File: src/rtl/mcpc_pkg.sv
package mcpc_pkg;

  // Strobes from control to datapath
  typedef struct packed {
    logic genEn;
    logic addrChkEn;
    logic dataChkEn;
  } ctrlStrobe_t;

  // Registered error flags from datapath to control
  typedef struct packed {
    logic addrErr;
    logic dataErr;
  } parErr_t;

endpackage

File: src/rtl/mcpc_datapath.sv
module mcpc_datapath
  import mcpc_pkg::*;
#(
  parameter int ADDR_W = 32,
  parameter int DATA_W = 64
) (
  input  logic                  clk,
  input  logic                  rstN,
  input  ctrlStrobe_t           strb,
  input  logic [ADDR_W-1:0]     addrOut,
  input  logic [DATA_W-1:0]     dataOut,
  output logic [ADDR_W/8-1:0]   addrParOut,
  output logic [DATA_W/8-1:0]   dataParOut,
  input  logic [ADDR_W-1:0]     addrIn,
  input  logic [ADDR_W/8-1:0]   addrParIn,
  input  logic                  addrValid,
  input  logic [DATA_W-1:0]     dataIn,
  input  logic [DATA_W/8-1:0]   dataParIn,
  input  logic                  dataValid,
  output parErr_t               errs
);

  localparam int ADDR_LANES = ADDR_W / 8;
  localparam int DATA_LANES = DATA_W / 8;

  logic [ADDR_LANES-1:0] addrLaneBad;
  logic [DATA_LANES-1:0] dataLaneBad;

  // Per-lane even parity: parity bit is the XOR of the byte
  for (genvar i = 0; i < ADDR_LANES; i++) begin : gAddrLane
    assign addrParOut[i]  = strb.genEn & (^addrOut[8*i +: 8]);
    assign addrLaneBad[i] = (^addrIn[8*i +: 8]) ^ addrParIn[i];
  end

  for (genvar i = 0; i < DATA_LANES; i++) begin : gDataLane
    assign dataParOut[i]  = strb.genEn & (^dataOut[8*i +: 8]);
    assign dataLaneBad[i] = (^dataIn[8*i +: 8]) ^ dataParIn[i];
  end

  always_ff @(posedge clk or negedge rstN) begin
    if (!rstN) begin
      errs <= '0;
    end else begin
      errs.addrErr <= strb.addrChkEn & addrValid & (|addrLaneBad);
      errs.dataErr <= strb.dataChkEn & dataValid & (|dataLaneBad);
    end
  end

  AST_EVEN_PARITY: assert property (@(posedge clk) disable iff (!rstN)
    strb.genEn |-> (((^addrOut) == (^addrParOut)) && ((^dataOut) == (^dataParOut))));

  AST_ADDR_ERR_VALID: assert property (@(posedge clk) disable iff (!rstN)
    errs.addrErr |-> $past(addrValid));

  AST_DATA_ERR_VALID: assert property (@(posedge clk) disable iff (!rstN)
    errs.dataErr |-> $past(dataValid));

endmodule

File: src/rtl/mcpc_control.sv
module mcpc_control
  import mcpc_pkg::*;
(
  input  logic        clk,
  input  logic        rstN,
  input  logic        cfgMcpEn,
  input  logic        cfgParGen,
  input  logic        cfgAddrChk,
  input  logic        cfgDataChk,
  input  logic        msrMe,
  input  logic        mcpIn,
  input  parErr_t     errs,
  output ctrlStrobe_t strb,
  output logic        mcReq,
  output logic        checkstop
);

  logic mcpPrev;
  logic mcpRiseQ;
  logic errEvent;

  assign strb.genEn     = cfgParGen;
  assign strb.addrChkEn = cfgAddrChk;
  assign strb.dataChkEn = cfgDataChk;

  // All sources merge into one event per cycle
  assign errEvent = mcpRiseQ | errs.addrErr | errs.dataErr;

  always_ff @(posedge clk or negedge rstN) begin
    if (!rstN) begin
      mcpPrev   <= 1'b1;
      mcpRiseQ  <= 1'b0;
      mcReq     <= 1'b0;
      checkstop <= 1'b0;
    end else begin
      mcpPrev   <= mcpIn;
      mcpRiseQ  <= cfgMcpEn & mcpIn & ~mcpPrev;
      mcReq     <= errEvent & msrMe & ~checkstop;
      checkstop <= checkstop | (errEvent & ~msrMe);
    end
  end

  AST_QUIET_NO_EVENT: assert property (@(posedge clk) disable iff (!rstN)
    (!mcpRiseQ && !errs.addrErr && !errs.dataErr) |=> (!mcReq && $stable(checkstop)));

  AST_CHECKSTOP_STICKY: assert property (@(posedge clk) disable iff (!rstN)
    checkstop |=> checkstop);

  AST_REQ_EXCLUSIVE: assert property (@(posedge clk) disable iff (!rstN)
    !(mcReq && checkstop));

endmodule

File: src/rtl/mcpc_unit.sv
module mcpc_unit
  import mcpc_pkg::*;
#(
  parameter int ADDR_W = 32,
  parameter int DATA_W = 64
) (
  input  logic                clk,
  input  logic                rstN,
  input  logic                cfgMcpEn,
  input  logic                cfgParGen,
  input  logic                cfgAddrChk,
  input  logic                cfgDataChk,
  input  logic                msrMe,
  input  logic                mcpIn,
  input  logic [ADDR_W-1:0]   addrOut,
  input  logic [DATA_W-1:0]   dataOut,
  output logic [ADDR_W/8-1:0] addrParOut,
  output logic [DATA_W/8-1:0] dataParOut,
  input  logic [ADDR_W-1:0]   addrIn,
  input  logic [ADDR_W/8-1:0] addrParIn,
  input  logic                addrValid,
  input  logic [DATA_W-1:0]   dataIn,
  input  logic [DATA_W/8-1:0] dataParIn,
  input  logic                dataValid,
  output logic                mcReq,
  output logic                checkstop
);

  ctrlStrobe_t strb;
  parErr_t     errs;

  mcpc_control uCtrl (
    .clk        (clk),
    .rstN       (rstN),
    .cfgMcpEn   (cfgMcpEn),
    .cfgParGen  (cfgParGen),
    .cfgAddrChk (cfgAddrChk),
    .cfgDataChk (cfgDataChk),
    .msrMe      (msrMe),
    .mcpIn      (mcpIn),
    .errs       (errs),
    .strb       (strb),
    .mcReq      (mcReq),
    .checkstop  (checkstop)
  );

  mcpc_datapath #(.ADDR_W(ADDR_W), .DATA_W(DATA_W)) uDp (
    .clk        (clk),
    .rstN       (rstN),
    .strb       (strb),
    .addrOut    (addrOut),
    .dataOut    (dataOut),
    .addrParOut (addrParOut),
    .dataParOut (dataParOut),
    .addrIn     (addrIn),
    .addrParIn  (addrParIn),
    .addrValid  (addrValid),
    .dataIn     (dataIn),
    .dataParIn  (dataParIn),
    .dataValid  (dataValid),
    .errs       (errs)
  );

endmodule

File: config.mk
export PLATFORM = sky130hd
export DESIGN_NAME = mcpc_unit
export DESIGN_NICKNAME = d
export VERILOG_FILES = /design/src/rtl/mcpc_pkg.sv /design/src/rtl/mcpc_datapath.sv /design/src/rtl/mcpc_control.sv /design/src/rtl/mcpc_unit.sv
export SDC_FILE = /design/constraint.sdc
export NUM_CORES = 1
export LEC_CHECK = 0
export ABC_AREA = 1
export BUFFER_PORTS_ARGS = -buffer_cell sky130_fd_sc_hd__buf_4
export CAP_MARGIN = 10
export CELL_PAD_IN_SITES_DETAIL_PLACEMENT = 2
export CELL_PAD_IN_SITES_GLOBAL_PLACEMENT = 2
export CORE_ASPECT_RATIO = 1.75
export CORE_MARGIN = 2
export CORE_UTILIZATION = 16
export DETAILED_ROUTE_END_ITERATION = 6
export MAX_ROUTING_LAYER = met4
export PLACE_DENSITY = 0.93
export SETUP_SLACK_MARGIN = 0.1
export SYNTH_ARGS = -nofsm -noshare
export SYNTH_HDL_FRONTEND = slang
export SYNTH_SLANG_ARGS = --single-unit
File: constraint.sdc
create_clock -name clk -period 1 [get_ports clk]
set_clock_uncertainty 0.1 [all_clocks]
set_input_delay 0.1 -clock clk [delete_from_list [all_inputs] [get_ports clk]]
set_output_delay 0.1 -clock clk [all_outputs]
set_load 0.05 [all_outputs]
---- Yosys cells after proc, flatten, opt, wreduce, memory -nomap -nowiden ----
Cells that the tools add are included.
word-level totals
  bits in registers ....................... 6
  word-level logic and storage cells ...... 71
  output and inout bits ................... 14
  input bits .............................. 214
cells by class
  reductions and logical operators ........ 26
  bitwise operators ....................... 39
operators with widths
  kind              count
  $reduce_xor 8->1  24
  $and 1x1->1       21
  $xor 1x1->1       12
  $reduce_or 8->1   1
  $reduce_or 4->1   1
  $not 1->1         3
  $or 1x1->1        3

---- Longest topological paths before layout ----
Gate-level depths: netlist of run 1.
  depth in word-level cells ............... 4
  gate-level depth with buffers ........... 14

---- Hierarchy ----
From an unflattened synthesis of run 1, not the netlist that was laid out.
unflattened totals
  cell total of the unflattened synthesis .. 401
  area, all modules ....................... 2391.0 sq um
by module, submodules not included
  module         sequential area each (sq um)  area each (sq um)  times used  cells an instance
  mcpc_datapath  50.0                          2222.1             1           383
  mcpc_control   101.3                         168.9              1           18

---- Worst setup path before layout of run 1 ----
Ideal clock, no wire load.
  kind .................................... input port to output port
  start point ............................. in addrOut[3]
  end point ............................... out addrParOut[0]
  setup slack ............................. -0.485 ns
  arrival ................................. 1.285 ns
  cell stages on the path ................. 4
  buffers on the path ..................... 0
  path through ............................ xnor2_1 > xnor2_1 > o21ai_0 > a21oi_1
between the ends
  longest elaborated chain between the ends .. 2
RTL lines
  item              RTL line             text
  start, declared   mcpc_unit.sv:15      input logic [ADDR_W-1:0] addrOut,
  $reduce_xor 8->1  mcpc_datapath.sv:31  assign addrParOut[i] = strb.genEn & (^addrOut[8*i +: 8]);
  $and 1x1->1       mcpc_datapath.sv:31
  end, declared     mcpc_unit.sv:17      output logic [ADDR_W/8-1:0] addrParOut,
No other way between the ends.

---- Worst setup path in the final report of run 1 ----
  start point ............................. in dataOut[61]
  end point ............................... out dataParOut[7]
between the ends
  longest elaborated chain between the ends .. 2
RTL lines
  item              RTL line             text
  start, declared   mcpc_unit.sv:16      input logic [DATA_W-1:0] dataOut,
  $reduce_xor 8->1  mcpc_datapath.sv:36  assign dataParOut[i] = strb.genEn & (^dataOut[8*i +: 8]);
  $and 1x1->1       mcpc_datapath.sv:36
  end, declared     mcpc_unit.sv:18      output logic [DATA_W/8-1:0] dataParOut,
No other way between the ends.

==> impl_results.html, run 1 <==
<table>
<tr><th>Metric</th><th>Value</th></tr>
<tr><th colspan="2">Global route</th></tr>
<tr><td>Number of antenna violations at the first check in global routing</td><td>0</td></tr>
<tr><td>Global-route wire length before repair</td><td>22000 um</td></tr>
<tr><td>Global route total overflow</td><td>0</td></tr>
<tr><td>Largest net degree at the start of global routing</td><td>13</td></tr>
<tr><td>Vias in the first global route</td><td>4525</td></tr>
<tr><td>Global-route usage over all layers</td><td>19.2%</td></tr>
<tr><th colspan="2">Timing</th></tr>
<tr><td>Setup slack of the critical path after layout</td><td>-235 ps</td></tr>
<tr><td>Actual slew at the worst max-slew pin</td><td>249 ps</td></tr>
<tr><td>Hold Vio Cnt, Final</td><td>0</td></tr>
<tr><td>Worst slew margin relative to its limit</td><td>around 83%</td></tr>
<tr><td>Final number of max-transition violations</td><td>0</td></tr>
<tr><td>Fmax achieved</td><td>810 MHz</td></tr>
<tr><td>Total of endpoints with negative setup slack in the final report</td><td>16</td></tr>
<tr><td>Hold_ws</td><td>~28 ps</td></tr>
<tr><td>Tcrit/Tclk final</td><td>124%</td></tr>
<tr><td>Post-layout minimum cycle time</td><td>1240 ps</td></tr>
<tr><td>RSZ-0062 raised after global routing</td><td>yes</td></tr>
<tr><th colspan="2">Power</th></tr>
<tr><td>Share of total power in combinational logic</td><td>a little over four fifths</td></tr>
<tr><td>Part of the power in registers</td><td>under 10%</td></tr>
<tr><td>Clock network fraction of total power</td><td>between 10% and 20%</td></tr>
<tr><td>Switch share</td><td>a little over two fifths</td></tr>
<tr><td>Leakage component of the power</td><td>3.22 nW</td></tr>
<tr><td>Worst-case vdd ir drop</td><td>607 uV</td></tr>
<tr><td>Cell Pwr Density</td><td>832 nW/um2</td></tr>
<tr><td>Switching pwr</td><td>2.42 mW</td></tr>
<tr><td>Internal portion of total power</td><td>3.14 mW</td></tr>
<tr><th colspan="2">Job</th></tr>
<tr><td>Maximum capacitance violations</td><td>0</td></tr>
<tr><th colspan="2">Detailed routing</th></tr>
<tr><td>Vias</td><td>between 3000 and 4000</td></tr>
<tr><td>Iter 0 DRT Violations</td><td>32</td></tr>
<tr><td>Average vias per placed instance</td><td>approximately 4.3</td></tr>
<tr><td>Routed length per placed instance</td><td>20.6 um</td></tr>
<tr><td>Number of design rule violations left after detail routing</td><td>0</td></tr>
<tr><td>Number of nets with antenna violations after routing</td><td>0</td></tr>
<tr><td>Wire length reported by the detailed router</td><td>17100 um</td></tr>
<tr><td>Number of iterations in the first detailed-routing pass</td><td>2</td></tr>
<tr><th colspan="2">Critical path</th></tr>
<tr><td>Register-to-Register Path Depth</td><td>2</td></tr>
<tr><td>Nature of the critical path endpoint</td><td>output port</td></tr>
<tr><td>Crit Path Max Fanout</td><td>2</td></tr>
<tr><td>Data arrival at the endpoint of the critical path</td><td>1040 ps</td></tr>
<tr><td>Required time of the worst setup path</td><td>800 ps</td></tr>
<tr><td>Type of the setup path with the least slack</td><td>in -&gt; out</td></tr>
<tr><td>R2R setup slack</td><td>-20 ps</td></tr>
<tr><td>Kind of launch point of the worst setup path</td><td>input port</td></tr>
<tr><td>Reg-to-Reg Start</td><td>uDp.errs[1]$_DFF_PN0_</td></tr>
<tr><td>Endpoint of the lowest-slack register-to-register path</td><td>uCtrl.checkstop$_DFF_PN0_</td></tr>
<tr><th colspan="2">Clock network</th></tr>
<tr><td>Clk buf depth</td><td>2</td></tr>
<tr><td>Count of clock tree sinks</td><td>6</td></tr>
<tr><td>Clock tree from TritonCTS</td><td>yes</td></tr>
<tr><td>Clk Latency, worst-skew pair</td><td>around 220 ps</td></tr>
<tr><td>Clock Root Buffer</td><td>sky130_fd_sc_hd__clkbuf_16</td></tr>
<tr><td>TritonCTS Buffers</td><td>3</td></tr>
<tr><td>Clock-pin slew reported for the worst setup and hold paths after clock tree synthesis</td><td>roughly 30 ps</td></tr>
<tr><td>H-Tree Level Count</td><td>1</td></tr>
<tr><th colspan="2">Status</th></tr>
<tr><td>Violations in the final reports</td><td>setup timing</td></tr>
<tr><td>Run status</td><td>complete, but fails checks</td></tr>
<tr><th colspan="2">Placed design</th></tr>
<tr><td>Post-placement setup slack</td><td>-397 ps</td></tr>
<tr><td>Placement Cell Area</td><td>5210 um2</td></tr>
<tr><td>Final weighted congestion in routability-driven placement</td><td>between 0.7 and 0.8</td></tr>
<tr><td>HPWL after DPL</td><td>12200 um</td></tr>
<tr><td># port buffers</td><td>227</td></tr>
<tr><th colspan="2">Layout</th></tr>
<tr><td>Final Cell Area</td><td>6680 um2</td></tr>
<tr><td>Ant. Diodes</td><td>0</td></tr>
<tr><td>Layout filler cell count</td><td>1462</td></tr>
<tr><td>Ratio of cells with drive above 1 in the final layout</td><td>71.7%</td></tr>
<tr><td>Nets@finish</td><td>865</td></tr>
<tr><td>Post-synthesis to final-layout area growth</td><td>185%</td></tr>
<tr><th colspan="2">Synth</th></tr>
<tr><td>Post-synthesis instance area</td><td>about 2300 um2</td></tr>
<tr><td>Proportion of synthesized chip area in sequential cells</td><td>6.46%</td></tr>
<tr><td>Fraction of post-synthesis cell area in the top cell type by area</td><td>31.0%</td></tr>
<tr><td>Distinct cell type count after synthesis</td><td>18</td></tr>
<tr><td>Biggest area contributors in the synthesized netlist</td><td>sky130_fd_sc_hd__xnor2_1, sky130_fd_sc_hd__nand2_1, sky130_fd_sc_hd__xor2_1</td></tr>
<tr><td>Count of mapped cells out of synthesis</td><td>392</td></tr>
<tr><td>Number of synthesized register bits</td><td>6</td></tr>
<tr><td>Predominant post-synthesis flop cell</td><td>sky130_fd_sc_hd__dfrtp_1</td></tr>
<tr><td>Count of synthesis-stage warnings from yosys</td><td>0</td></tr>
<tr><td>Net count after synthesis</td><td>606</td></tr>
<tr><td>Yosys top cell by area</td><td>sky130_fd_sc_hd__xnor2_1</td></tr>
<tr><td>Share of synthesized flip-flops with an asynchronous set or reset</td><td>100%</td></tr>
<tr><td>Avg Inst Size Synth</td><td>roughly 6 um2</td></tr>
<tr><td>Number of enable-type register cells in the synthesized netlist</td><td>0</td></tr>
<tr><th colspan="2">Floorplanning</th></tr>
<tr><td>Overall die width</td><td>roughly 95 um</td></tr>
<tr><td>Die Area</td><td>approximately 16000 um2</td></tr>
<tr><td>Number of I/O pins</td><td>roughly 230</td></tr>
<tr><td>Vertical die dimension</td><td>~160 um</td></tr>
<tr><td>Effective utilization at floorplan</td><td>16.3%</td></tr>
<tr><td>Standard cell core area</td><td>14400 um2</td></tr>
<tr><td>Cell Rows</td><td>58</td></tr>
<tr><th colspan="2">Hold path</th></tr>
<tr><td>HP Class</td><td>in -&gt; reg</td></tr>
<tr><td>Startpoint of the lowest-slack hold path</td><td>addrValid</td></tr>
<tr><td>Hold path endpoint</td><td>uDp.errs[1]$_DFF_PN0_</td></tr>
<tr><td>Worst Hold Depth</td><td>3</td></tr>
</table>
[kinds of logic after synthesis]
| kind of cell | Yosys count | share of synthesized area [%] |
|---|---|---|
| flops | 6 | 6.46 |
| xor+xnor | 130 | 48.6 |
| compound gates | 25 | 5.45 |
| simple gates | 174 | 30.3 |
| buf+inv | 57 | 9.13 |
[worst max path at each step]
stage                      startpoint                     to
after floorplan            addrOut[5]          addrParOut[0]
after global placement     dataIn[23]  uDp.errs[0]$_DFF_PN0_
after detailed placement   dataIn[16]  uDp.errs[0]$_DFF_PN0_
after CTS                  addrOut[4]          addrParOut[0]
after global routing       dataIn[43]  uDp.errs[0]$_DFF_PN0_
final                     dataOut[61]          dataParOut[7]
[per-stage QoR]
| stage | power, mW | cells | TNS (ps) | utilization (%) |
|---|---|---|---|---|
| floorplan | 2.31 | 392 | -1390 | - |
| global placement | 3.66 | 816 | -3460 | 36.3 |
| global route | 5.88 | 830 | -3670 | 46.5 |
| finish | 5.56 | 830 | -2980 | 46.5 |
| detailed placement | 3.91 | 816 | -4340 | 36.3 |
| CTS | 5.03 | 829 | -2790 | 41.1 |
[cell usage after synthesis, drive strengths merged (3+ instances only)]
| cell type | instances |
|---|---|
| dfrtp | 5 |
| xnor2 | 83 |
| xor2 | 47 |
| inv | 56 |
| nand2 | 131 |
| o21ai | 12 |
| nand3b | 3 |
| a21oi | 12 |
| nor2 | 8 |
| nand3 | 29 |
[timing repair]
item | 4_1_cts | 5_1_grt
pin swaps | 76 | 106
setup buffers | 6 | 1
gates resized for setup | 105 | 165
endpoints found under the setup margin | 18 | 19
endpoints found under the hold margin | 8 | 0
hold buffers | 3 | 0
[metal layers]
layer,track usage [%],share of wire (%),up-vias
met5,-,0,-
met1,14.2,28,1722
li1,-,-,1672
met4,3.77,1.6,0
met2,43.2,64,160
met3,3.90,6.0,14
[cell type report]
cell class / count / area (um2) / area share, %
Tap cell: 180 / 225 / 3.37
Timing Repair Buffer: 255 / 2370 / 35.4
Clock buffer: 4 / 78.8 / 1.18
Sequential cell: 6 / 153 / 2.29
Inverter: 56 / 225 / 3.37
Multi-Input combinational cell: 329 / 3630 / 54.4
[worst max-delay path, cell delays in order]
cell                      delay [ps]
sky130_fd_sc_hd__buf_4           130
sky130_fd_sc_hd__xor2_2          180
sky130_fd_sc_hd__xnor2_2         160
sky130_fd_sc_hd__buf_4           150
sky130_fd_sc_hd__a21oi_4         150
sky130_fd_sc_hd__buf_8           160
[cells in the final DEF (no fill, tap or decap), types with 2 or more instances in the layout]
cell type | Yosys | final
sky130_fd_sc_hd__nand3b_1 | 3 | 3
sky130_fd_sc_hd__a21oi_4 | 0 | 12
sky130_fd_sc_hd__nand2_4 | 0 | 7
sky130_fd_sc_hd__o21ai_2 | 0 | 12
sky130_fd_sc_hd__nor2_1 | 8 | 5
sky130_fd_sc_hd__inv_2 | 9 | 19
sky130_fd_sc_hd__xnor2_2 | 0 | 33
sky130_fd_sc_hd__nand2_1 | 130 | 81
sky130_fd_sc_hd__dlymetal6s4s_1 | 0 | 2
sky130_fd_sc_hd__xnor2_4 | 0 | 25
sky130_fd_sc_hd__nor2_2 | 0 | 3
sky130_fd_sc_hd__xor2_1 | 47 | 14
sky130_fd_sc_hd__xor2_4 | 0 | 22
sky130_fd_sc_hd__clkbuf_16 | 0 | 3
sky130_fd_sc_hd__buf_4 | 0 | 170
sky130_fd_sc_hd__inv_4 | 0 | 3
sky130_fd_sc_hd__inv_1 | 47 | 33
sky130_fd_sc_hd__nand3_2 | 0 | 16
sky130_fd_sc_hd__nand2_2 | 1 | 43
sky130_fd_sc_hd__xor2_2 | 0 | 11
sky130_fd_sc_hd__buf_6 | 0 | 47
sky130_fd_sc_hd__dfrtp_1 | 5 | 4
sky130_fd_sc_hd__buf_8 | 0 | 35
sky130_fd_sc_hd__nand3_1 | 29 | 13
sky130_fd_sc_hd__xnor2_1 | 83 | 25
[power groups by stage]
| stage | Clock [mW] | Combinational [mW] | Sequential (mW) |
|---|---|---|---|
| final | 0.652 | 4.65 | 0.263 |
| after global routing | 0.688 | 4.92 | 0.263 |
| after CTS | 0.663 | 4.11 | 0.259 |
| after detailed placement | 0 | 3.65 | 0.261 |
| after global placement | 0 | 3.40 | 0.261 |
| after floorplan | 0 | 2.05 | 0.259 |
[sequential cells by signal, summed over array words and instances (netlist names)]
register and cells:
uCtrl.checkstop 1, uCtrl.mcReq 1, uCtrl.mcpPrev 1, uCtrl.mcpRiseQ 1
uDp.errs 2
Power figures use the tool's default switching activity.
==> run 2, diff against run 1 <==
==> constraint.sdc (replaced) <==
create_clock -name clk -period 1.15 [get_ports clk]
set_clock_uncertainty 0.1 [all_clocks]
set_input_delay 0.115 -clock clk [delete_from_list [all_inputs] [get_ports clk]]
set_output_delay 0.115 -clock clk [all_outputs]
set_load 0.05 [all_outputs]
==> impl_results.html, run 2 (synthesized netlist as in run 1, its figures left out) <==
<table>
<tr><th>Metric</th><th>Value</th></tr>
<tr><th colspan="2">Status</th></tr>
<tr><td>Run status</td><td>complete, but fails checks</td></tr>
<tr><td>Violations in the final reports</td><td>setup timing</td></tr>
<tr><th colspan="2">Placed design</th></tr>
<tr><td>Final weighted congestion in routability-driven placement</td><td>0.717 (-2.5%)</td></tr>
<tr><td>HPWL after DPL</td><td>11600 um (-5.0%)</td></tr>
<tr><td>Number of cells after detailed placement</td><td>814 (-0.25%)</td></tr>
<tr><td># port buffers</td><td>227 (unchanged)</td></tr>
<tr><th colspan="2">Detailed routing</th></tr>
<tr><td>Routed met3 length</td><td>1370 um (+32%)</td></tr>
<tr><td>Number of design rule violations left after detail routing</td><td>0 (unchanged)</td></tr>
<tr><td>Routed wl met2</td><td>9450 um (-14%)</td></tr>
<tr><td>Routed length on met1</td><td>4580 um (-5.3%)</td></tr>
<tr><td>Average vias per placed instance</td><td>4.28 (-0.40%)</td></tr>
<tr><td>Vias</td><td>3545 (-0.64%)</td></tr>
<tr><td>Wire length reported by the detailed router</td><td>15900 um (-7.1%)</td></tr>
<tr><td>Number of nets with antenna violations after routing</td><td>0 (unchanged)</td></tr>
<tr><td>Iter 0 DRT Violations</td><td>20 (-38%)</td></tr>
<tr><td>Max Used Layer</td><td>met4</td></tr>
<tr><td>Number of iterations in the first detailed-routing pass</td><td>4 (+2)</td></tr>
<tr><td>Routed length per placed instance</td><td>19.2 um (-6.9%)</td></tr>
<tr><th colspan="2">Global route</th></tr>
<tr><td>Vias in the first global route</td><td>4415 (-2.4%)</td></tr>
<tr><td>Number of antenna violations at the first check in global routing</td><td>0 (unchanged)</td></tr>
<tr><td>Global route total overflow</td><td>0 (unchanged)</td></tr>
<tr><td>Global-route wire length before repair</td><td>21600 um (-1.7%)</td></tr>
<tr><td>Global-route usage over all layers</td><td>18.8% (-0.39 points)</td></tr>
<tr><td>Largest net degree at the start of global routing</td><td>13 (unchanged)</td></tr>
<tr><th colspan="2">Critical path</th></tr>
<tr><td>Type of the setup path with the least slack</td><td>in -&gt; out</td></tr>
<tr><td>Kind of launch point of the worst setup path</td><td>input port</td></tr>
<tr><td>Nature of the critical path endpoint</td><td>output port</td></tr>
<tr><td>Data arrival at the endpoint of the critical path</td><td>1140 ps (+100 ps)</td></tr>
<tr><td>Required time of the worst setup path</td><td>940 ps (+140 ps)</td></tr>
<tr><td>Crit Path Max Fanout</td><td>2 (unchanged)</td></tr>
<tr><th colspan="2">Timing</th></tr>
<tr><td>Setup slack of the critical path after layout</td><td>-208 ps (+27.5 ps)</td></tr>
<tr><td>Tcrit/Tclk final</td><td>118%</td></tr>
<tr><td>Hold Vio Cnt, Final</td><td>0 (unchanged)</td></tr>
<tr><td>Fmax achieved</td><td>736 MHz</td></tr>
<tr><td>Total of endpoints with negative setup slack in the final report</td><td>13 (-3)</td></tr>
<tr><td>Worst slew margin relative to its limit</td><td>80.1% (-3.2 points)</td></tr>
<tr><td>Actual slew at the worst max-slew pin</td><td>297 ps (+48.1 ps)</td></tr>
<tr><td>Final number of max-transition violations</td><td>0 (unchanged)</td></tr>
<tr><td>Post-layout minimum cycle time</td><td>1360 ps</td></tr>
<tr><td>RSZ-0062 raised after global routing</td><td>yes</td></tr>
<tr><th colspan="2">Layout</th></tr>
<tr><td>Most common library cell in the layout ignoring fill and taps</td><td>sky130_fd_sc_hd__buf_4</td></tr>
<tr><td>Layout filler cell count</td><td>1497 (+2.4%)</td></tr>
<tr><td>Most used cells in the layout excluding fill and tap cells</td><td>sky130_fd_sc_hd__buf_4, sky130_fd_sc_hd__nand2_1, sky130_fd_sc_hd__inv_1, sky130_fd_sc_hd__buf_6, sky130_fd_sc_hd__xnor2_2</td></tr>
<tr><td>Post-synthesis to final-layout area growth</td><td>168%</td></tr>
<tr><td>Finished Layout Cells</td><td>828 (-0.24%)</td></tr>
<tr><td>Ratio of cells with drive above 1 in the final layout</td><td>60.0% (-12 points)</td></tr>
<tr><td>Max reg flops</td><td>2 (unchanged)</td></tr>
<tr><td>Ant. Diodes</td><td>0 (unchanged)</td></tr>
<tr><td>Nets@finish</td><td>863 (-0.23%)</td></tr>
<tr><td>Most flops, register</td><td>uDp.errs</td></tr>
<tr><th colspan="2">Hold path</th></tr>
<tr><td>HP Class</td><td>in -&gt; reg</td></tr>
<tr><th colspan="2">Clock network</th></tr>
<tr><td>Count of clock tree sinks</td><td>6 (unchanged)</td></tr>
<tr><td>Clk buf depth</td><td>2 (unchanged)</td></tr>
<tr><td>TritonCTS Buffers</td><td>3 (unchanged)</td></tr>
<tr><td>Clock tree from TritonCTS</td><td>yes</td></tr>
<tr><td>Clock-pin slew reported for the worst setup and hold paths after clock tree synthesis</td><td>30 ps (about the same)</td></tr>
<tr><td>Clk Latency, worst-skew pair</td><td>240 ps (+20 ps)</td></tr>
<tr><td>Clock Root Buffer</td><td>sky130_fd_sc_hd__clkbuf_16</td></tr>
<tr><td>H-Tree Level Count</td><td>1 (unchanged)</td></tr>
<tr><th colspan="2">Power</th></tr>
<tr><td>Worst-case vdd ir drop</td><td>364 uV (-40%)</td></tr>
<tr><td>Leakage component of the power</td><td>3.09 nW (-4.1%)</td></tr>
<tr><td>Cell Pwr Density</td><td>741 nW/um2 (-11%)</td></tr>
<tr><td>Total power of the final layout</td><td>4.66 mW (-16%)</td></tr>
<tr><th colspan="2">Floorplanning</th></tr>
<tr><td>Die Area</td><td>15700 um2 (unchanged)</td></tr>
<tr><td>Vertical die dimension</td><td>164 um (unchanged)</td></tr>
<tr><td>Standard cell core area</td><td>14400 um2 (unchanged)</td></tr>
<tr><td>Number of I/O pins</td><td>228 (unchanged)</td></tr>
<tr><td>Overall die width</td><td>95.5 um (unchanged)</td></tr>
<tr><td>Cell Rows</td><td>58 (unchanged)</td></tr>
<tr><td>Effective utilization at floorplan</td><td>16.3% (unchanged)</td></tr>
<tr><th colspan="2">Job</th></tr>
<tr><td>Maximum capacitance violations</td><td>0 (unchanged)</td></tr>
</table>
==> run 2: final cells by class <==
class | count | area [um2] | area share, %
timing repair buffer | 253 | 2300 | 36.7
multi-input combinational | 329 | 3320 | 52.7
clock buffer | 4 | 78.8 | 1.25
inverter | 56 | 210 | 3.34
sequential | 6 | 151 | 2.41
tap | 180 | 225 | 3.58
==> run 2: per-stage QoR <==
step                      util, %  setup TNS (ps)  hold slack, ps  instance area (um2)  setup WS (ps)
after floorplan                 -               0            -281                 3110           5.80
after global placement       35.9           -1970            -177                 5150           -331
after detailed placement     35.9           -2670            -174                 5150           -424
after CTS                    41.1           -1030            28.7                 5900           -119
after global routing         43.7           -2010            51.5                 6290           -223
final                        43.7           -1390            22.8                 6290           -208
==> run 2: power by group <==
part	internal [mW]	leakage (nW)	total (mW)	switching, mW
Clock	0.462	0.0382	0.601	0.140
Sequential	0.222	0.0725	0.225	0.00299
Combinational	1.95	2.98	3.83	1.88
==> run 2: worst paths after layout <==
kind,from,endpoint,slack [ps],depth (start not counted)
hold reg to reg,uCtrl.mcpPrev$_DFF_PN1_,uCtrl.mcpRiseQ$_DFF_PN0_,390,1
hold / removal,addrValid,uDp.errs[1]$_DFF_PN0_,20,3
setup / recovery,addrOut[5],addrParOut[0],-210,6
max in group asynchronous,rstN,uCtrl.mcpPrev$_DFF_PN1_,620,2
setup reg to reg,uDp.errs[0]$_DFF_PN0_,uCtrl.mcReq$_DFF_PN0_,150,2
min in group asynchronous,rstN,uDp.errs[0]$_DFF_PN0_,120,2
==> run 2: timing repair <==
item | 4_1_cts | 5_1_grt
hold endpoints to repair | 8 | 0
endpoints found under the setup margin | 15 | 14
hold buffers | 3 | 0
buffers inserted | 6 | 1
pin swaps | 68 | 57
gates resized for setup | 113 | 65
==> run 2: worst max-delay path: stages <==
cell                      delay [ps]
sky130_fd_sc_hd__buf_8           100
sky130_fd_sc_hd__xor2_4          180
sky130_fd_sc_hd__xnor2_2         230
sky130_fd_sc_hd__o21ai_2         130
sky130_fd_sc_hd__a21oi_4         190
sky130_fd_sc_hd__buf_8           180
==> run 2: routing by layer <==
| layer | GRT usage, % | vias up |
|---|---|---|
| met5 | - | - |
| met4 | 4.03 | 0 |
| met3 | 4.59 | 23 |
| met2 | 40.4 | 199 |
| met1 | 15.0 | 1650 |
| li1 | - | 1673 |
==> run 3, diff against run 2 <==
--- a/config.mk
+++ b/config.mk
@@ -10,7 +10,7 @@
 export CAP_MARGIN = 10
 export CELL_PAD_IN_SITES_DETAIL_PLACEMENT = 2
 export CELL_PAD_IN_SITES_GLOBAL_PLACEMENT = 2
-export CORE_ASPECT_RATIO = 1.75
+export CORE_ASPECT_RATIO = 1.5
 export CORE_MARGIN = 2
 export CORE_UTILIZATION = 16
 export DETAILED_ROUTE_END_ITERATION = 6
==> impl_results.html, run 3 (synthesized netlist as in run 1, its figures left out) <==
<table>
<tr><th>Metric</th><th>Value</th></tr>
<tr><th colspan="2">Job</th></tr>
<tr><td>Maximum capacitance violations</td><td>0 (unchanged)</td></tr>
<tr><th colspan="2">Placed design</th></tr>
<tr><td>HPWL after DPL</td><td>12600 um (+8.8%)</td></tr>
<tr><td>Number of cells after detailed placement</td><td>834 (+2.5%)</td></tr>
<tr><td># port buffers</td><td>227 (unchanged)</td></tr>
<tr><td>Final weighted congestion in routability-driven placement</td><td>0.753 (+5.0%)</td></tr>
<tr><td>Post-placement setup slack</td><td>-336 ps (+88.4 ps)</td></tr>
<tr><th colspan="2">Timing</th></tr>
<tr><td>Setup slack of the critical path after layout</td><td>-116 ps (+91.5 ps)</td></tr>
<tr><td>Hold Vio Cnt, Final</td><td>0 (unchanged)</td></tr>
<tr><td>Total of endpoints with negative setup slack in the final report</td><td>13 (unchanged)</td></tr>
<tr><td>Final number of max-transition violations</td><td>0 (unchanged)</td></tr>
<tr><td>Fmax achieved</td><td>790 MHz (+7.2%)</td></tr>
<tr><td>Tcrit/Tclk final</td><td>110% (-8.0 points)</td></tr>
<tr><td>Worst slew margin relative to its limit</td><td>83.1% (+3.1 points)</td></tr>
<tr><td>RSZ-0062 raised after global routing</td><td>yes</td></tr>
<tr><td>Post-layout minimum cycle time</td><td>1270 ps (-91.5 ps)</td></tr>
<tr><td>Actual slew at the worst max-slew pin</td><td>251 ps (-45.5 ps)</td></tr>
<tr><th colspan="2">Global route</th></tr>
<tr><td>Largest net degree at the start of global routing</td><td>13 (unchanged)</td></tr>
<tr><td>Number of antenna violations at the first check in global routing</td><td>0 (unchanged)</td></tr>
<tr><td>Global route total overflow</td><td>0 (unchanged)</td></tr>
<tr><td>Global-route wire length before repair</td><td>24100 um (+11%)</td></tr>
<tr><td>Global-route usage over all layers</td><td>20.8% (+2.0 points)</td></tr>
<tr><td>Vias in the first global route</td><td>4529 (+2.6%)</td></tr>
<tr><th colspan="2">Detailed routing</th></tr>
<tr><td>Vias</td><td>3565 (+0.56%)</td></tr>
<tr><td>Number of design rule violations left after detail routing</td><td>0 (unchanged)</td></tr>
<tr><td>Number of iterations in the first detailed-routing pass</td><td>4 (unchanged)</td></tr>
<tr><td>Wire length reported by the detailed router</td><td>16600 um (+4.7%)</td></tr>
<tr><td>Iter 0 DRT Violations</td><td>39 (+95%)</td></tr>
<tr><td>Number of nets with antenna violations after routing</td><td>0 (unchanged)</td></tr>
<tr><td>Average vias per placed instance</td><td>4.22 (-1.5%)</td></tr>
<tr><td>Routed length per placed instance</td><td>19.7 um (+2.5%)</td></tr>
<tr><th colspan="2">Floorplanning</th></tr>
<tr><td>Die Area</td><td>15600 um2 (-0.11%)</td></tr>
<tr><td>Number of I/O pins</td><td>228 (unchanged)</td></tr>
<tr><td>Cell Rows</td><td>54 (-6.9%)</td></tr>
<tr><td>Vertical die dimension</td><td>152 um (-7.2%)</td></tr>
<tr><td>Standard cell core area</td><td>14500 um2 (+0.63%)</td></tr>
<tr><td>Overall die width</td><td>103 um (+7.7%)</td></tr>
<tr><td>Effective utilization at floorplan</td><td>16.2% (-0.10 points)</td></tr>
<tr><th colspan="2">Critical path</th></tr>
<tr><td>Endpoint of the lowest-slack register-to-register path</td><td>uCtrl.checkstop$_DFF_PN0_</td></tr>
<tr><td>Reg-to-Reg Start</td><td>uDp.errs[0]$_DFF_PN0_</td></tr>
<tr><td>Nature of the critical path endpoint</td><td>output port</td></tr>
<tr><td>Kind of launch point of the worst setup path</td><td>input port</td></tr>
<tr><td>Register-to-Register Path Depth</td><td>2 (unchanged)</td></tr>
<tr><td>Data arrival at the endpoint of the critical path</td><td>1050 ps (-90 ps)</td></tr>
<tr><td>R2R setup slack</td><td>170 ps (+20 ps)</td></tr>
<tr><td>Type of the setup path with the least slack</td><td>in -&gt; out</td></tr>
<tr><td>Crit Path Max Fanout</td><td>2 (unchanged)</td></tr>
<tr><td>Required time of the worst setup path</td><td>940 ps (about the same)</td></tr>
<tr><th colspan="2">Layout</th></tr>
<tr><td>Finished Layout Cells</td><td>845 (+2.1%)</td></tr>
<tr><td>Max reg flops</td><td>2 (unchanged)</td></tr>
<tr><td>Most flops, register</td><td>uDp.errs</td></tr>
<tr><td>Post-synthesis to final-layout area growth</td><td>168% (about the same)</td></tr>
<tr><td>Ant. Diodes</td><td>0 (unchanged)</td></tr>
<tr><td>Ratio of cells with drive above 1 in the final layout</td><td>62.1% (+2.1 points)</td></tr>
<tr><td>Nets@finish</td><td>864 (+0.12%)</td></tr>
<tr><td>Most used cells in the layout excluding fill and tap cells</td><td>sky130_fd_sc_hd__buf_4, sky130_fd_sc_hd__nand2_1, sky130_fd_sc_hd__buf_6, sky130_fd_sc_hd__inv_1, sky130_fd_sc_hd__xnor2_2</td></tr>
<tr><td>Most common library cell in the layout ignoring fill and taps</td><td>sky130_fd_sc_hd__buf_4</td></tr>
<tr><th colspan="2">Status</th></tr>
<tr><td>Run status</td><td>complete, but fails checks</td></tr>
<tr><td>Violations in the final reports</td><td>setup timing</td></tr>
<tr><th colspan="2">Clock network</th></tr>
<tr><td>Clock Root Buffer</td><td>sky130_fd_sc_hd__clkbuf_16</td></tr>
<tr><td>TritonCTS Buffers</td><td>3 (unchanged)</td></tr>
<tr><td>Clock tree from TritonCTS</td><td>yes</td></tr>
<tr><td>Clk buf depth</td><td>2 (unchanged)</td></tr>
<tr><td>Clk Latency, worst-skew pair</td><td>240 ps (about the same)</td></tr>
<tr><td>Count of clock tree sinks</td><td>6 (unchanged)</td></tr>
<tr><td>H-Tree Level Count</td><td>1 (unchanged)</td></tr>
<tr><td>Clock-pin slew reported for the worst setup and hold paths after clock tree synthesis</td><td>40 ps (about the same)</td></tr>
<tr><th colspan="2">Power</th></tr>
<tr><td>Cell Pwr Density</td><td>741 nW/um2 (about the same)</td></tr>
<tr><td>Total power of the final layout</td><td>4.66 mW (+0.12%)</td></tr>
<tr><td>Leakage component of the power</td><td>3.10 nW (+0.24%)</td></tr>
<tr><td>Worst-case vdd ir drop</td><td>629 uV (+73%)</td></tr>
<tr><th colspan="2">Hold path</th></tr>
<tr><td>Startpoint of the lowest-slack hold path</td><td>dataValid</td></tr>
<tr><td>HP Class</td><td>in -&gt; reg</td></tr>
<tr><td>Worst Hold Depth</td><td>3 (unchanged)</td></tr>
<tr><td>Hold path endpoint</td><td>uDp.errs[0]$_DFF_PN0_</td></tr>
</table>
==> run 3: cell types whose count changed in the layout (fill, tap and decap cells not counted), moves of 2 or more <==
cell / delta
sky130_fd_sc_hd__nand2_2: +3
sky130_fd_sc_hd__inv_1: -5
sky130_fd_sc_hd__buf_8: -4
sky130_fd_sc_hd__xor2_4: -3
sky130_fd_sc_hd__nand2_4: +2
sky130_fd_sc_hd__nand2_1: -5
sky130_fd_sc_hd__nand3_2: +2
sky130_fd_sc_hd__nand3_1: -2
sky130_fd_sc_hd__xor2_2: +2
sky130_fd_sc_hd__buf_6: +4
sky130_fd_sc_hd__inv_2: +4
sky130_fd_sc_hd__xnor2_2: +2
==> run 3: area by class of cell <==
class	instances	area [um2]
clock buffers	4	78.8
inverters	56	213
fillers	1584	8170
flip-flops and latches	6	151
repair buffers	254	2300
multi-input cells	329	3300
well taps	196	245
==> run 3: through the flow <==
| stage | instance area (um2) | setup TNS (ps) | util (%) | hold slack [ps] |
|---|---|---|---|---|
| 3_3_place_gp | 5200 | -1780 | 36.0 | -167 |
| 6_report | 6290 | -1190 | 43.5 | 35.0 |
| 5_1_grt | 6290 | -1660 | 43.5 | 52.2 |
| 4_1_cts | 5970 | -1120 | 41.3 | 31.4 |
| 3_5_place_dp | 5200 | -2680 | 36.0 | -164 |
| 2_1_floorplan | 3110 | 0 | - | -281 |
==> run 3: what timing repair did <==
item	in CTS	in global routing
resized for setup	134	51
endpoints found under the setup margin	14	16
hold buffers	3	0
pin swaps	84	45
hold endpoints to repair	8	0
buffers inserted	3	1
==> run 3: critical path, stage by stage <==
cell	delay, ps
sky130_fd_sc_hd__buf_8	100
sky130_fd_sc_hd__xor2_4	170
sky130_fd_sc_hd__xnor2_2	200
sky130_fd_sc_hd__o21ai_2	120
sky130_fd_sc_hd__a21oi_4	160
sky130_fd_sc_hd__buf_8	170
==> run 3: worst max path at each step <==
stage / start / end / cells after the start
final: dataOut[53] / dataParOut[6] / 6
after global routing: dataOut[53] / dataParOut[6] / 6
after CTS: addrOut[12] / addrParOut[1] / 6
after detailed placement: dataIn[15] / uDp.errs[0]$_DFF_PN0_ / 11
after global placement: dataIn[39] / uDp.errs[0]$_DFF_PN0_ / 11
after floorplan: addrOut[5] / addrParOut[0] / 4
==> run 3: routing by layer <==
| layer | global-route usage (%) | up-vias | routed length (um) |
|---|---|---|---|
| met2 | 42.2 | 185 | 9760 |
| met5 | - | - | 0 |
| met3 | 4.63 | 15 | 1250 |
| met4 | 3.76 | 0 | 368 |
| met1 | 19.1 | 1692 | 5270 |
| li1 | - | 1673 | - |
==> run 3: power by group <==
part / internal, mW / switching, mW
clock network: 0.463 / 0.153
logic: 1.94 / 1.88
registers: 0.222 / 0.00621
